--- config.mk ---
export PLATFORM = sky130hd
export DESIGN_NAME = nest_irq_ctrl
export DESIGN_NICKNAME = d
export VERILOG_FILES = /design/src/rtl/irq_pkg.sv /design/src/rtl/irq_pend.sv /design/src/rtl/irq_cfg.sv /design/src/rtl/irq_arb.sv /design/src/rtl/irq_stack.sv /design/src/rtl/nest_irq_ctrl.sv
export SDC_FILE = /design/constraint.sdc
export NUM_CORES = 1
export LEC_CHECK = 0
export BUFFER_PORTS_ARGS = -buffer_cell sky130_fd_sc_hd__buf_2
export CORE_MARGIN = 8
export CORE_UTILIZATION = 48
export DETAILED_ROUTE_END_ITERATION = 10
export PLACE_DENSITY_LB_ADDON = 0.05
export SYNTH_ARGS = -nofsm -noshare
export SYNTH_HDL_FRONTEND = slang
export SYNTH_SLANG_ARGS = --single-unit
--- constraint.sdc ---
create_clock -name clk -period 205.2 [get_ports clk]
set_input_delay 61.56 -clock clk [delete_from_list [all_inputs] [get_ports clk]]
set_output_delay 61.56 -clock clk [all_outputs]
set_load 0.02 [all_outputs]
--- src/rtl/irq_pkg.sv ---
package irq_pkg;
    localparam int PRIO_W    = 3;
    localparam int LEVELS    = 1 << PRIO_W;
    localparam int REG_W     = 32;
    localparam int ADDR_W    = 5;
    localparam int PRIO_BASE = 16;
    localparam int SRC_PER_P = REG_W / 8;

    typedef logic [PRIO_W-1:0] prio_t;
endpackage

--- src/rtl/irq_pend.sv ---
module irq_pend #(
    parameter int N_SRC = 40,
    localparam int IW   = $clog2(N_SRC)
) (
    input  logic             clk,
    input  logic             rst_n,
    input  logic [N_SRC-1:0] irq_in,
    input  logic             clr_valid,
    input  logic [IW-1:0]    clr_idx,
    output logic [N_SRC-1:0] pend_q,
    output logic [N_SRC-1:0] rise
);
    typedef struct packed {
        logic [N_SRC-1:0] line;
        logic [N_SRC-1:0] pend;
    } pend_st_t;

    pend_st_t st_d, st_q;

    always_comb begin
        logic [N_SRC-1:0] clr_mask;
        clr_mask = '0;
        if (clr_valid) clr_mask[clr_idx] = 1'b1;
        rise      = irq_in & ~st_q.line;
        st_d.line = irq_in;
        // a fresh edge in the acknowledge cycle keeps the flag set
        st_d.pend = (st_q.pend & ~clr_mask) | rise;
    end

    always_ff @(posedge clk) begin
        if (!rst_n) st_q <= '0;
        else        st_q <= st_d;
    end

    assign pend_q = st_q.pend;
endmodule

--- src/rtl/irq_cfg.sv ---
module irq_cfg
    import irq_pkg::*;
#(
    parameter int N_SRC = 40
) (
    input  logic                         clk,
    input  logic                         rst_n,
    input  logic                         cfg_wr,
    input  logic [ADDR_W-1:0]            cfg_addr,
    input  logic [REG_W-1:0]             cfg_wdata,
    output logic [REG_W-1:0]             cfg_rdata,
    output logic [N_SRC-1:0]             en_q,
    output logic [N_SRC-1:0][PRIO_W-1:0] prio_q
);
    typedef struct packed {
        logic [N_SRC-1:0]             en;
        logic [N_SRC-1:0][PRIO_W-1:0] prio;
    } cfg_st_t;

    cfg_st_t st_d, st_q;

    always_comb begin
        st_d = st_q;
        if (cfg_wr) begin
            for (int s = 0; s < N_SRC; s++) begin
                if (cfg_addr == ADDR_W'(s / REG_W))
                    st_d.en[s] = cfg_wdata[s % REG_W];
                if (cfg_addr == ADDR_W'(PRIO_BASE + s / SRC_PER_P))
                    st_d.prio[s] = cfg_wdata[8*(s % SRC_PER_P) + 8 - PRIO_W +: PRIO_W];
            end
        end
    end

    always_comb begin
        cfg_rdata = '0;
        for (int s = 0; s < N_SRC; s++) begin
            if (cfg_addr == ADDR_W'(s / REG_W))
                cfg_rdata[s % REG_W] = st_q.en[s];
            if (cfg_addr == ADDR_W'(PRIO_BASE + s / SRC_PER_P))
                cfg_rdata[8*(s % SRC_PER_P) + 8 - PRIO_W +: PRIO_W] = st_q.prio[s];
        end
    end

    always_ff @(posedge clk) begin
        if (!rst_n) st_q <= '0;
        else        st_q <= st_d;
    end

    assign en_q   = st_q.en;
    assign prio_q = st_q.prio;
endmodule

--- src/rtl/irq_arb.sv ---
module irq_arb
    import irq_pkg::*;
#(
    parameter int N_SRC = 40,
    localparam int IW   = $clog2(N_SRC)
) (
    input  logic [N_SRC-1:0]             pend,
    input  logic [N_SRC-1:0]             en,
    input  logic [N_SRC-1:0][PRIO_W-1:0] prio,
    output logic                         win_valid,
    output logic [IW-1:0]                win_idx,
    output prio_t                        win_prio
);
    always_comb begin
        win_valid = 1'b0;
        win_idx   = '0;
        win_prio  = prio_t'(LEVELS - 1);
        // ascending scan with strict compare keeps the lowest index on ties
        for (int s = 0; s < N_SRC; s++) begin
            if (pend[s] && en[s] && (!win_valid || prio[s] < win_prio)) begin
                win_valid = 1'b1;
                win_idx   = IW'(s);
                win_prio  = prio[s];
            end
        end
    end
endmodule

--- src/rtl/irq_stack.sv ---
module irq_stack
    import irq_pkg::*;
#(
    parameter int DEPTH = LEVELS,
    localparam int CW   = $clog2(DEPTH + 1),
    localparam int XW   = $clog2(DEPTH)
) (
    input  logic  clk,
    input  logic  rst_n,
    input  logic  push,
    input  prio_t push_prio,
    input  logic  pop,
    output logic  act_valid,
    output prio_t act_prio
);
    typedef struct packed {
        logic [CW-1:0]            cnt;
        logic [DEPTH-1:0][PRIO_W-1:0] ent;
    } stk_st_t;

    stk_st_t st_d, st_q;

    always_comb begin
        st_d = st_q;
        if (pop) begin
            if (st_q.cnt != '0) st_d.cnt = st_q.cnt - CW'(1);
        end else if (push && st_q.cnt < CW'(DEPTH)) begin
            st_d.ent[XW'(st_q.cnt)] = push_prio;
            st_d.cnt                = st_q.cnt + CW'(1);
        end
    end

    always_ff @(posedge clk) begin
        if (!rst_n) st_q <= '0;
        else        st_q <= st_d;
    end

    assign act_valid = (st_q.cnt != '0);
    assign act_prio  = act_valid ? st_q.ent[XW'(st_q.cnt - CW'(1))] : '0;
endmodule

--- src/rtl/nest_irq_ctrl.sv ---
module nest_irq_ctrl
    import irq_pkg::*;
#(
    parameter int N_SRC = 40,
    localparam int IW   = $clog2(N_SRC)
) (
    input  logic                clk,
    input  logic                rst_n,
    input  logic [N_SRC-1:0]    irq_in,
    input  logic                cfg_wr,
    input  logic [ADDR_W-1:0]   cfg_addr,
    input  logic [REG_W-1:0]    cfg_wdata,
    output logic [REG_W-1:0]    cfg_rdata,
    input  logic                core_enter,
    input  logic                core_exit,
    output logic                irq_req,
    output logic [IW-1:0]       irq_num,
    output logic                act_valid,
    output logic [PRIO_W-1:0]   act_prio
);
    logic [N_SRC-1:0]             pend_q;
    logic [N_SRC-1:0]             rise;
    logic [N_SRC-1:0]             en_q;
    logic [N_SRC-1:0][PRIO_W-1:0] prio_q;
    logic                         win_valid;
    logic [IW-1:0]                win_idx;
    prio_t                        win_prio;
    logic                         accept;

    irq_cfg #(.N_SRC(N_SRC)) u_cfg (
        .clk(clk), .rst_n(rst_n), .cfg_wr(cfg_wr), .cfg_addr(cfg_addr),
        .cfg_wdata(cfg_wdata), .cfg_rdata(cfg_rdata), .en_q(en_q), .prio_q(prio_q)
    );

    irq_pend #(.N_SRC(N_SRC)) u_pend (
        .clk(clk), .rst_n(rst_n), .irq_in(irq_in), .clr_valid(accept),
        .clr_idx(win_idx), .pend_q(pend_q), .rise(rise)
    );

    irq_arb #(.N_SRC(N_SRC)) u_arb (
        .pend(pend_q), .en(en_q), .prio(prio_q),
        .win_valid(win_valid), .win_idx(win_idx), .win_prio(win_prio)
    );

    irq_stack #(.DEPTH(LEVELS)) u_stk (
        .clk(clk), .rst_n(rst_n), .push(accept), .push_prio(win_prio),
        .pop(core_exit), .act_valid(act_valid), .act_prio(act_prio)
    );

    assign irq_req = win_valid && (!act_valid || win_prio < act_prio);
    assign irq_num = win_idx;
    assign accept  = core_enter && !core_exit && irq_req;
endmodule

# Word-level counts from Yosys, hierarchy flattened
# Cells that the tools add are included.
# classes
n_addsub,2
n_lt_le_gt_ge,46
n_eq_ne,12
mux,211
bitwise,6
reduce_logical,183
# ops
op,count
3-bit two-way mux,87
3-bit < comparator,40
1-bit logical AND,85
1-bit two-way mux,82
40-bit bitwise AND,2
5-bit two-way mux,16
40-bit NOT,2
"5-bit equality test, second input constant",10
6-bit two-way mux,8
1-bit zero test,41
1-bit logical OR,40
4-bit two-way mux,10
40-bit two-way mux,1
40-bit bitwise OR,1
28-bit two-way mux,1
2-bit AND reduction,14
24-bit bitwise mux,1
3-bit binary-select mux with 3-bit select,1
3-bit demux with 3-bit select,1
"3-bit by 4-bit < comparator with 1-bit output, second input constant",2
"6-bit by 7-bit < comparator with 1-bit output, second input constant",1
1-bit demux with 6-bit select,1
"6-bit by 1-bit >= comparator with 1-bit output, second input constant",1
"5-bit by 1-bit equality test with 1-bit output, second input constant",1
other kinds (10),11
# word_totals
reg_bits,268
inputBits,82
output_inout_bits,43
elab_cells,513

# Longest topological paths before layout
# depth
ltp_word,166
depth_mapped,300
mapped_depth_nobuf,294

# Cells and area by module
# A second synthesis with hierarchy kept.
# unflattened
hier_cells,2542
area_unflattened_um2,20014.2
# by_module_without_submodules
mod,n_inst,cells_each,area_per_inst_um2,seq_area_each_um2
irq_cfg,1,927,8000.2,3203.1
irq_arb,1,1102,7300.8,0.0
irq_pend,1,345,3118.0,1601.5
irq_stack,1,155,1495.2,560.5
nest_irq_ctrl,1,13,100.1,0.0

# Worst setup path before layout
# No wires, ideal clock.
# synth_timing
path_kind,in2out
from,input cfg_addr[1]
to,output cfg_rdata[13]
arrival_ps,63228
required_ps,143640
path_slack_ps,80412
cell_stages,11
n_path_buf,2
path_cell_list,clkbuf_1 > nor2_1 > and3b_1 > clkbuf_1 > a22oi_1 > a31oi_1 > a211oi_1 > a21oi_1 > a211oi_1 > o21ai_0 > mux2_2
# synth_via
elab_chain_cells,12
word_cells_on_any_way,22
cone_classes,10 x eq/ne; 11 x mux; 1 x reduce/logical
# synth_rtl
element,line_no,source
start: declaration,nest_irq_ctrl.sv:11,"input logic [ADDR_W-1:0] cfg_addr,"
5-bit equality test,irq_cfg.sv:39,if (cfg_addr == ADDR_W'(PRIO_BASE + s / SRC_PER_P))
3-bit two-way mux (3 in a row),irq_cfg.sv:39,
1-bit two-way mux,irq_cfg.sv:37,if (cfg_addr == ADDR_W'(s / REG_W))
3-bit two-way mux (6 in a row),irq_cfg.sv:39,
3-bit two-way mux (*),irq_cfg.sv:39,
end: declaration,nest_irq_ctrl.sv:13,"output logic [REG_W-1:0] cfg_rdata,"
# Every way passes the cells marked *; elsewhere a longest branch is shown, timed or not.

# Final worst setup path
# layout_timing
from,input cfg_addr[2]
to,output cfg_rdata[13]
# Same word-level chain as after synthesis.

==> reports/qor.yml <==
clock_tree:
  cts_max_level: 2
  clk_transition_reported_paths_ps: 60
  cts_num_sinks: 268
  cts_resized: 0
  root_buffer: "clkbuf_16"
  numCtsBuffers: 34
  worstSkewPairLatency_ps: 570
  clk_path_buf_depth: 3
  postCtsHoldBufs: 0
  cts_setup_buffers: 0
  cts_tree: "built"
pwr:
  powerDensity_nw_per_um2: 7.09
  power_mw: 0.144
  p_leak_nw: 8.13
  ir_drop_v: 0.00000866
worst_hold_path:
  hold_depth: 1
  hp-start: "u_pend.st_q[78]"
  hold_class: "reg2reg"
  min_to: "u_pend.pend_q[38]"
setup_path:
  cp_slowest_cell: "nor2_1"
  crit_buf_inv: 2
  path_max_fanout: 15
  crit_start: "cfg_addr[2]"
  rr_endpoint: "u_pend.pend_q[19]"
  path_cells: "buf_2 > nor2_1 > nand2_1 > nor2_1 > a22oi_1 > a31oi_1 > a211oi_1 > a21oi_1 > a211oi_1 > o21ai_0 > mux2_2 > buf_2"
  cp.depth: 12
  slowest_delay_ps: 780
  crit_type: "in2out"
  cp-start-kind: "input port"
  crit_arrival_ps: 64280
  critPathRequiredTime_ps: 143640
  ff2ff_setup_slack_ps: 147370
  cpLargestDelayFamily: "compound AO/OA/AOI/OAI gates"
  worstSetupEndpointType: "output pin"
  r2r_start: "u_cfg.prio_q[3]"
  reg2reg_depth: 278
sta:
  clock_skew_ps: 25.0
  fin_ws_ps: 79360
  hold_violations: 0
  setup_violations: 0
  rsz0062_at_grt: "false"
  period_minus_slack_ps: 125840
  slew_headroom_pct: 31.4
  setup_tns_ps: 0
  drv_slew: 0
  final.period_utilization_pct: 61.3
  fin_hold_ws_ps: 410
  fmax_ghz: 0.00795
  worstMarginPinSlew_ps: 1020
layout:
  n_fill_cell: 3671
  area_delta_synth_final_pct: 11.5
  fin_nets: 2652
  layout_common_cells: "nand2_1 (509), a21oi_1 (289), dfxtp_1 (268)"
  final_common_cell: "nand2_1"
  final_cell_area_sq_um: 20300
  instances_no_fill: 3063
  drive_gt1_share_pct: 11.8
  utilization_pct: 54.1
synthesis:
  yosysSeqAreaShare_pct: 29.4
  synth-seq-cells: 268
  synthAdderAreaFrac_pct: 3.25
  synthMuxAreaShare_pct: 4.37
  synth_area_per_cell_sq_um: 7.34
  ys_types: 114
  synth_edf_count: 0
  synth_cells: 2482
  synth_flop_cell: "dfxtp_1"
  synthSimpleGateAreaFrac_pct: 26.4
  synth_compound_area_share_pct: 31.2
  synth_top_family_by_area: "compound AO/OA/AOI/OAI gates"
  ys.warnings.count: 0
  syn_nets: 2609
  syn-cell-area_sq_um: 18200
  async_flop_share_pct: 0
  synth_xor_area_share_pct: 0.144
placement:
  place.gp.congestion: 0.954
  place_area_sq_um: 19100
  placed_cells: 3000
  port_buffers: 124
  pre_cts_ws_ps: 79450
  hpwlAfterDp_mm: 54.1
detailed_routing:
  wl_met2_mm: 31.9
  drt_iter0_drc: 2056
  drt.antenna.violating_nets: 0
  highest_layer: "met5"
  wl_met1_mm: 31.5
  drtPass1Iterations: 6
  routed_wl_mm: 71.5
  wire_per_inst_um: 23.4
  met3_length_mm: 5.49
  vias: 19335
  vias_per_cell: 6.31
  drc: 0
floorplan:
  core-area_sq_um: 37600
  initial_utilization_pct: 48.5
  rows: 71
  io-pin-count: 125
  die-area_sq_um: 44500
  die_y_um: 211
  die_w_um: 211
grt:
  grt_usage_pct: 31.1
  grt_pass1_vias: 17831
  grt-ovfl-total: 0
  grt_pass1_wl_mm: 108
  antenna_found_initial: 1
  grt_max_degree: 84
status:
  status: "complete, no violations"
run:
  maxCapViolations: 0
final cells by class:
class	count	area (sq um)	share of cell area [%]
inverter	111	422	2.08
tap	511	639	3.15
clock inverter	18	303	1.49
antenna	2	5.00	0.0246
sequential	268	5370	26.4
multi-input combinational	1974	11900	58.8
clock buffer	43	935	4.60
timing repair buffer	136	711	3.50
synthesized netlist by cell type (9+ instances only):
library cell / count / share of area (%)
nor3_1: 39 / 1.1
nand3_1: 61 / 1.7
mux2_2: 19 / 1.2
o22ai_1: 26 / 0.89
and2_1: 78 / 2.7
and3_1: 30 / 1.0
a21boi_0: 13 / 0.54
o31a_1: 9 / 0.43
a22oi_1: 38 / 1.6
o31ai_1: 15 / 0.62
a22o_1: 17 / 0.82
nor2b_1: 30 / 1.0
a222oi_1: 9 / 0.49
a21oi_1: 289 / 7.9
a21o_1: 42 / 1.7
nand2_1: 509 / 10
nor2_1: 141 / 2.9
a31oi_1: 20 / 0.69
nand4_1: 19 / 0.65
a221oi_1: 11 / 0.53
mux2i_1: 35 / 1.9
o21ai_0: 71 / 1.9
clkbuf_1: 109 / 2.2
inv_1: 108 / 2.2
o21a_1: 18 / 0.74
buf_1: 10 / 0.21
ha_1: 45 / 3.1
a211oi_1: 39 / 1.6
or3_1: 13 / 0.45
o21ai_1: 24 / 0.66
nand2b_1: 36 / 1.2
nor4_1: 17 / 0.58
o211ai_1: 25 / 1.0
a311oi_1: 15 / 0.72
dfxtp_1: 268 / 29
a211o_1: 11 / 0.53
or2_2: 14 / 0.48
per-layer routing:
layer  GRT usage, %  vias to the layer above
li1               -                     9120
met1           41.3                     9236
met2           50.1                      820
met3           5.10                      157
met4           11.6                        2
met5              0                        -
report_power, final:
group | internal [mW] | switching [mW]
clock network | 0.0405 | 0.0264
registers | 0.0538 | 0.00286
logic | 0.00704 | 0.0135
total | 0.101 | 0.0428
logic make-up after synthesis:
kind of cell / after synthesis
adders and majority gates: 48
xor gates and xnor gates: 3
AOI/OAI and AO/OA: 823
and+or+nand+nor: 1032
buffers and inverters: 240
DFF: 268
muxes: 68
flip-flops by register name, summed over array words and instances, names as in the netlist, named ones only:
signal / count
u_cfg.en_q: 40
u_cfg.prio_q: 120
u_pend.pend_q: 40
u_pend.st_q: 40
u_stk.st_q: 4
worst max path at each step:
stage | end | slack, ps
finish | cfg_rdata[13] | 79360
global route | cfg_rdata[13] | 79100
CTS | cfg_rdata[13] | 79450
detailed placement | cfg_rdata[13] | 79450
global placement | cfg_rdata[13] | 79460
floorplan | cfg_rdata[13] | 80410
(Power assumes the default switching activity.)
